--- config.mk ---
export PLATFORM = sky130hd
export DESIGN_NAME = da_fir
export DESIGN_NICKNAME = d
export VERILOG_FILES = /design/src/rtl/da_fir_pkg.sv /design/src/rtl/da_fir_ctrl.sv /design/src/rtl/da_fir_lut.sv /design/src/rtl/da_fir_dp.sv /design/src/rtl/da_fir.sv
export SDC_FILE = /design/constraint.sdc
export NUM_CORES = 2
export LEC_CHECK = 0
export BUFFER_PORTS_ARGS = -buffer_cell sky130_fd_sc_hd__buf_2
export CORE_UTILIZATION = 63
export CTS_CLUSTER_DIAMETER = 50
export CTS_CLUSTER_SIZE = 16
export DETAILED_ROUTE_END_ITERATION = 8
export GPL_TIMING_DRIVEN = 0
export PLACE_DENSITY = 0.9
export RECOVER_POWER = 50
export REMOVE_ABC_BUFFERS = 1
export SLEW_MARGIN = 20
export SYNTH_ARGS = -nofsm -noshare
export SYNTH_HDL_FRONTEND = slang
export SYNTH_HIERARCHICAL = 1
export SYNTH_SLANG_ARGS = --single-unit
--- constraint.sdc ---
create_clock -name clk -period 10.97 [get_ports clk]
set_input_delay 0.5485 -clock clk [delete_from_list [all_inputs] [get_ports clk]]
set_output_delay 0.5485 -clock clk [all_outputs]
set_load 0.05 [all_outputs]
--- src/rtl/da_fir_pkg.sv ---
package da_fir_pkg;

  // Strobes from the sequencer to the datapath.
  typedef struct packed {
    logic capture;  // accept sampleIn, clear accumulator
    logic step;     // process one bit slice
    logic last;     // this slice is the sign bit; frame ends here
  } daStrobe_t;

endpackage

--- src/rtl/da_fir_ctrl.sv ---
module da_fir_ctrl
  import da_fir_pkg::*;
#(
  parameter int DW = 16,
  localparam int CW = $clog2(DW)
) (
  input  logic          clk,
  input  logic          rstN,
  input  logic          start,
  input  logic          loadEn,
  output daStrobe_t     stb,
  output logic [CW-1:0] bitIdx,
  output logic          busy
);

  logic [CW-1:0] bitCnt;
  logic          accept;
  logic          stepNow;
  logic          lastNow;

  assign accept  = start && !busy && !loadEn;
  assign stepNow = busy && !loadEn;
  assign lastNow = stepNow && (bitCnt == CW'(DW - 1));

  always_ff @(posedge clk) begin
    if (!rstN) begin
      busy   <= 1'b0;
      bitCnt <= '0;
    end else if (accept) begin
      busy   <= 1'b1;
      bitCnt <= '0;
    end else if (stepNow) begin
      if (lastNow) begin
        busy   <= 1'b0;
        bitCnt <= '0;
      end else begin
        bitCnt <= bitCnt + 1'b1;
      end
    end
  end

  always_comb begin
    stb.capture = accept;
    stb.step    = stepNow;
    stb.last    = lastNow;
  end

  assign bitIdx = bitCnt;

endmodule

--- src/rtl/da_fir_lut.sv ---
module da_fir_lut #(
  parameter int NGRP = 2,
  parameter int TW   = 18,
  localparam int ENTRIES = 16,
  localparam int CHAIN   = NGRP * ENTRIES * TW
) (
  input  logic                   clk,
  input  logic                   rstN,
  input  logic                   shiftEn,
  input  logic                   shiftIn,
  input  logic [NGRP*4-1:0]      addr,
  output logic [NGRP*TW-1:0]     words
);

  // All tables of all groups form one serial chain.
  logic [CHAIN-1:0] chain;

  always_ff @(posedge clk) begin
    if (!rstN) begin
      chain <= '0;
    end else if (shiftEn) begin
      chain <= {chain[CHAIN-2:0], shiftIn};
    end
  end

  for (genvar g = 0; g < NGRP; g++) begin : g_port
    logic [3:0] sel;
    assign sel = addr[g*4 +: 4];
    assign words[g*TW +: TW] = chain[(g*ENTRIES + int'(sel))*TW +: TW];
  end

endmodule

--- src/rtl/da_fir_dp.sv ---
module da_fir_dp
  import da_fir_pkg::*;
#(
  parameter int NTAPS = 8,
  parameter int DW    = 16,
  parameter int TW    = 18,
  localparam int NGRP = NTAPS / 4,
  localparam int SUMW = TW + $clog2(NGRP),
  localparam int AW   = SUMW + DW,
  localparam int CW   = $clog2(DW)
) (
  input  logic          clk,
  input  logic          rstN,
  input  daStrobe_t     stb,
  input  logic [CW-1:0] bitIdx,
  input  logic [DW-1:0] sampleIn,
  input  logic          loadEn,
  input  logic          loadBit,
  output logic          outValid,
  output logic [AW-1:0] dataOut
);

  logic [DW-1:0]          tapReg [NTAPS];
  logic [NGRP*4-1:0]      lutAddr;
  logic [NGRP*TW-1:0]     lutWords;
  logic signed [SUMW-1:0] sliceSum;
  logic signed [AW-1:0]   term;
  logic signed [AW-1:0]   acc;

  // Sample delay line: tap 0 is the newest sample.
  always_ff @(posedge clk) begin
    if (!rstN) begin
      for (int k = 0; k < NTAPS; k++) tapReg[k] <= '0;
    end else if (stb.capture) begin
      tapReg[0] <= sampleIn;
      for (int k = 1; k < NTAPS; k++) tapReg[k] <= tapReg[k-1];
    end
  end

  // Bit slice across the four taps of each group forms the table address.
  for (genvar g = 0; g < NGRP; g++) begin : g_addr
    for (genvar j = 0; j < 4; j++) begin : g_bit
      assign lutAddr[g*4 + j] = tapReg[g*4 + j][bitIdx];
    end
  end

  da_fir_lut #(
    .NGRP(NGRP),
    .TW  (TW)
  ) u_lut (
    .clk    (clk),
    .rstN   (rstN),
    .shiftEn(loadEn),
    .shiftIn(loadBit),
    .addr   (lutAddr),
    .words  (lutWords)
  );

  // Combine the group words of this slice.
  always_comb begin
    sliceSum = '0;
    for (int g = 0; g < NGRP; g++) begin
      sliceSum = sliceSum + SUMW'($signed(lutWords[g*TW +: TW]));
    end
  end

  assign term = AW'(sliceSum) <<< (DW - 1);

  // Shift-right accumulate; the sign slice is subtracted.
  always_ff @(posedge clk) begin
    if (!rstN) begin
      acc      <= '0;
      outValid <= 1'b0;
    end else begin
      outValid <= stb.last;
      if (stb.capture) begin
        acc <= '0;
      end else if (stb.step) begin
        acc <= (acc >>> 1) + (stb.last ? -term : term);
      end
    end
  end

  assign dataOut = acc;

endmodule

--- src/rtl/da_fir.sv ---
module da_fir
  import da_fir_pkg::*;
#(
  parameter int NTAPS = 8,
  parameter int DW    = 16,
  parameter int TW    = 18,
  localparam int NGRP = NTAPS / 4,
  localparam int SUMW = TW + $clog2(NGRP),
  localparam int AW   = SUMW + DW,
  localparam int CW   = $clog2(DW)
) (
  input  logic          clk,
  input  logic          rstN,
  input  logic          start,
  input  logic [DW-1:0] sampleIn,
  input  logic          loadEn,
  input  logic          loadBit,
  output logic          outValid,
  output logic [AW-1:0] dataOut
);

  daStrobe_t     stb;
  logic [CW-1:0] bitIdx;
  logic          busy;

  da_fir_ctrl #(
    .DW(DW)
  ) u_ctrl (
    .clk   (clk),
    .rstN  (rstN),
    .start (start),
    .loadEn(loadEn),
    .stb   (stb),
    .bitIdx(bitIdx),
    .busy  (busy)
  );

  da_fir_dp #(
    .NTAPS(NTAPS),
    .DW   (DW),
    .TW   (TW)
  ) u_dp (
    .clk     (clk),
    .rstN    (rstN),
    .stb     (stb),
    .bitIdx  (bitIdx),
    .sampleIn(sampleIn),
    .loadEn  (loadEn),
    .loadBit (loadBit),
    .outValid(outValid),
    .dataOut (dataOut)
  );

endmodule

==> flow_summary.json <==
{
  "status": "complete, but fails checks",
  "failed_checks": "capacitance limit, slew limit",
  "final_hold_viol_count": 0,
  "max_clock_freq_mhz": 110.4,
  "crit_cells": 23,
  "clk_pin_slew_ns": 0.07,
  "p_sw_w": 0.001322,
  "min_path_cells": 3,
  "r2r_setup_slack_ns": 1.91,
  "cp_common_cell": "xnor2_1",
  "synth_area_leaders": "dfxtp_1, mux2i_1, edfxtp_1",
  "p_int_w": 0.004328,
  "critPathArrivalTime_ns": 9.52,
  "drc_errors": 0,
  "netSwitchingFraction_pct": 23.39,
  "cts_resized": 0,
  "fin_setup_tns_ns": 0,
  "grt_pass1_wl_um": 120400,
  "cellLeakagePower_nw": 15.16,
  "synth.most_common_cell": "dfxtp_1",
  "critPathMaxStageDelay_ns": 0.99,
  "synth_common_cells": "dfxtp_1, mux2i_1, nor2b_1",
  "postSynthAreaPerCell_um2": 11.96,
  "synth-seq-cells": 745,
  "tritoncts": "done",
  "diodes": 0,
  "firstDrtPassIters": 5,
  "ioPinCount": 57,
  "p_comb_share_pct": 6.1,
  "period_minus_slack_ns": 9.059,
  "worstPathRequired_ns": 11.43,
  "end_kind": "register",
  "synth_flop_cell": "dfxtp_1",
  "met3_usage_pct": 3.649,
  "worstReg2RegStart": "u_ctrl/bitIdx[0]",
  "viasPerCell": 6.136,
  "grt_use_met2_pct": 43.27,
  "pwr-share-clk_pct": 43.8,
  "min_to": "u_dp/u_lut/chain[0]",
  "busiest_layer": "met2",
  "synth_warnings": 6,
  "synth_edf_count": 128,
  "grt.total_usage_pct": 26.27,
  "overflow": 0,
  "crit_path_max_fanout": 38,
  "crit_type": "reg2reg",
  "reg2regPathDepth": 23,
  "hp-class": "in2reg",
  "die_area_um2": 56980,
  "async_flop_share_pct": 0,
  "cts.root.buffer_cell": "clkbuf_16",
  "rsz0062_at_grt": "no",
  "syn_to_final_growth_pct": 8.511,
  "placed_cells": 3557,
  "crit_slowest_cell": "mux4_4",
  "powerDensity_nw_per_um2": 147.5,
  "yosysSeqAreaShare_pct": 45.88,
  "register_area_um2": 16200,
  "insertion_delay_ns": 0.63,
  "relSlewSlack_pct": -280.1,
  "hold_buffers": 0,
  "setup_viol": 0,
  "worst_pin_slew_ns": 5.702,
  "cap_violations": 4,
  "wl_per_cell_um": 20.55,
  "antenna_left": 0,
  "wirelength_um": 75590,
  "p_seq_share_pct": 50.1,
  "post-route-util_pct": 69.39,
  "die_h_um": 238.7,
  "worst_slack_ns": 1.911,
  "h-tree-depth": 3,
  "antenna_found_initial": 1,
  "hp-start": "loadBit",
  "cts.sink_count": 745,
  "grt_pass1_vias": 22600,
  "rows": 86,
  "port_buffers": 56,
  "place_hpwl_um": 46780,
  "peakVddDrop_v": 0.0001133,
  "nets": 2943,
  "core_um2": 55200,
  "synth.distinct_cells": 71,
  "cts_setup_buffers": 0,
  "die_w_um": 238.7,
  "clock_path_buffers": 3,
  "synthCells": 2952,
  "grt_max_degree": 195,
  "cp_num_buf_inv": 1,
  "synth_top_area_cell": "dfxtp_1",
  "post-place-ws_ns": 2.057,
  "synth_top_area_share_pct": 34.99,
  "multi_input_area_um2": 18020,
  "drive_above_1_share_pct": 10.95,
  "fin_skew_ns": 0.02164,
  "fillers": 3525,
  "dr.first_iter.drc_count": 1686,
  "vias": 22574,
  "path_cells": "mux4_2, mux4_4, buf_16, mux4_2, a22oi_1, nand2_1, ha_1, fa_1, xnor2_1, nand3_1, a221oi_1, nand3_1, or3b_1, or3b_1, o21ai_0, xnor2_1, ha_1, a21o_1, nor2b_1, a2111oi_0, a21oi_1, xnor2_1, o22ai_1",
  "startpoint_type": "register",
  "cts_inserted_buffers": 70,
  "stdcell_count": 3679,
  "grtUsageMet1_pct": 35.11,
  "final_max_slew_viol_count": 560,
  "finalCritPeriodShare_pct": 82.58,
  "synth_area_um2": 35300,
  "initial_core_util_pct": 63.94,
  "crit_family": "compound AO/OA/AOI/OAI gates",
  "timing.rr.end": "u_dp/dataOut[33]",
  "globalplace.congestion": 0.8801
}
==> power groups by stage <==
stage / Sequential [W] / Clock (W) / Combinational [W]
6_report: 0.00283 / 0.00247 / 0.000342
5_1_grt: 0.00284 / 0.00262 / 0.000359
4_1_cts: 0.00283 / 0.00251 / 0.000337
3_5_place_dp: 0.00289 / 0 / 0.000334
3_3_place_gp: 0.00289 / 0 / 0.000458
2_1_floorplan: 0.00289 / 0 / 0.000188
==> cell usage in the layout (no fill, tap or decap), drive strengths merged, types with 3 or more instances in the layout <==
| master | synthesis | routed |
|---|---|---|
| nor2b | 585 | 585 |
| a2111oi | 5 | 5 |
| o21ai | 18 | 18 |
| o31ai | 5 | 5 |
| a41oi | 3 | 3 |
| mux4 | 184 | 184 |
| inv | 15 | 30 |
| buf | 112 | 41 |
| or2 | 3 | 3 |
| clkinvlp | 0 | 4 |
| a211o | 6 | 6 |
| nand3b | 3 | 3 |
| edfxtp | 128 | 128 |
| nor3b | 4 | 4 |
| ha | 39 | 39 |
| a22oi | 72 | 72 |
| xor2 | 10 | 10 |
| mux2i | 606 | 606 |
| clkbuf | 112 | 123 |
| and3 | 97 | 97 |
| nor2 | 65 | 65 |
| a21o | 6 | 6 |
| o22ai | 3 | 3 |
| a211oi | 6 | 6 |
| nor3 | 8 | 8 |
| nand3 | 11 | 11 |
| xnor2 | 34 | 34 |
| a21oi | 29 | 29 |
| o21a | 6 | 6 |
| bufinv | 0 | 5 |
| a31oi | 6 | 6 |
| o21bai | 7 | 7 |
| or3 | 5 | 5 |
| clkinv | 2 | 17 |
| dfxtp | 617 | 617 |
| nand2 | 71 | 71 |
| and2 | 38 | 38 |
| nand2b | 5 | 5 |
==> logic make-up after synthesis <==
family,Yosys count,synth area share [%]
AND/OR/NAND/NOR,906,15.15
multiplexers,790,29.39
flip-flops,745,45.88
buffers and inverters,241,3.148
AO/OA/AOI/OAI,185,3.814
XOR/XNOR,44,1.113
adder cells (fa/ha/maj),41,1.496
==> worst max-delay path by stage <==
stage | end | slack, ns | start
after global routing | u_dp/tapReg[0][81] | 0.96 | rstN
after global placement | u_dp/tapReg[0][0] | -24.45 | loadEn
after CTS | u_dp/dataOut[33] | 2.02 | u_ctrl/bitIdx[0]
final | u_dp/dataOut[33] | 1.91 | u_ctrl/bitIdx[0]
after detailed placement | u_dp/dataOut[33] | 2.06 | u_ctrl/bitIdx[0]
after floorplan | u_dp/dataOut[33] | 2.08 | u_ctrl/bitIdx[0]
==> flip-flops by register name (all words and copies together) (netlist names) <==
| name | count |
|---|---|
| u_dp/u_lut/chain | 576 |
| u_dp/tapReg | 128 |
| u_dp/dataOut | 35 |
| u_ctrl/bitIdx | 4 |
| u_ctrl/busy | 1 |
| u_dp/outValid | 1 |
==> layout make-up <==
type	instances	area share, %
Inverter	17	0.1829
Clock inverter	39	1.343
Clock buffer	83	4.779
Tap cell	748	2.443
Timing Repair Buffer	81	1.898
Sequential cell	745	42.30
Multi-Input combinational cell	1966	47.06
==> tightest hold or removal path, cell delays in order <==
cell     delay, ns
buf_2         0.08
mux2i_1       0.06
nor2b_1       0.09
==> through the flow <==
step                      hold WS [ns]  instance area [um^2]  power [W]
after floorplan                 0.4770                 34250   0.003077
after global placement          0.4722                 35470   0.003350
after detailed placement        0.5079                 36080   0.003227
after CTS                       0.1722                 38430   0.005680
after global routing            0.2224                 38300   0.005812
final                           0.1933                 38300   0.005650
==> routing by layer <==
layer  vias up  wire [um]
met5         -         11
met4         2       2536
met3       151       4132
met2       704      36340
met1     11193      32570
li1      10524          -
Power figures use the tool's default switching activity.
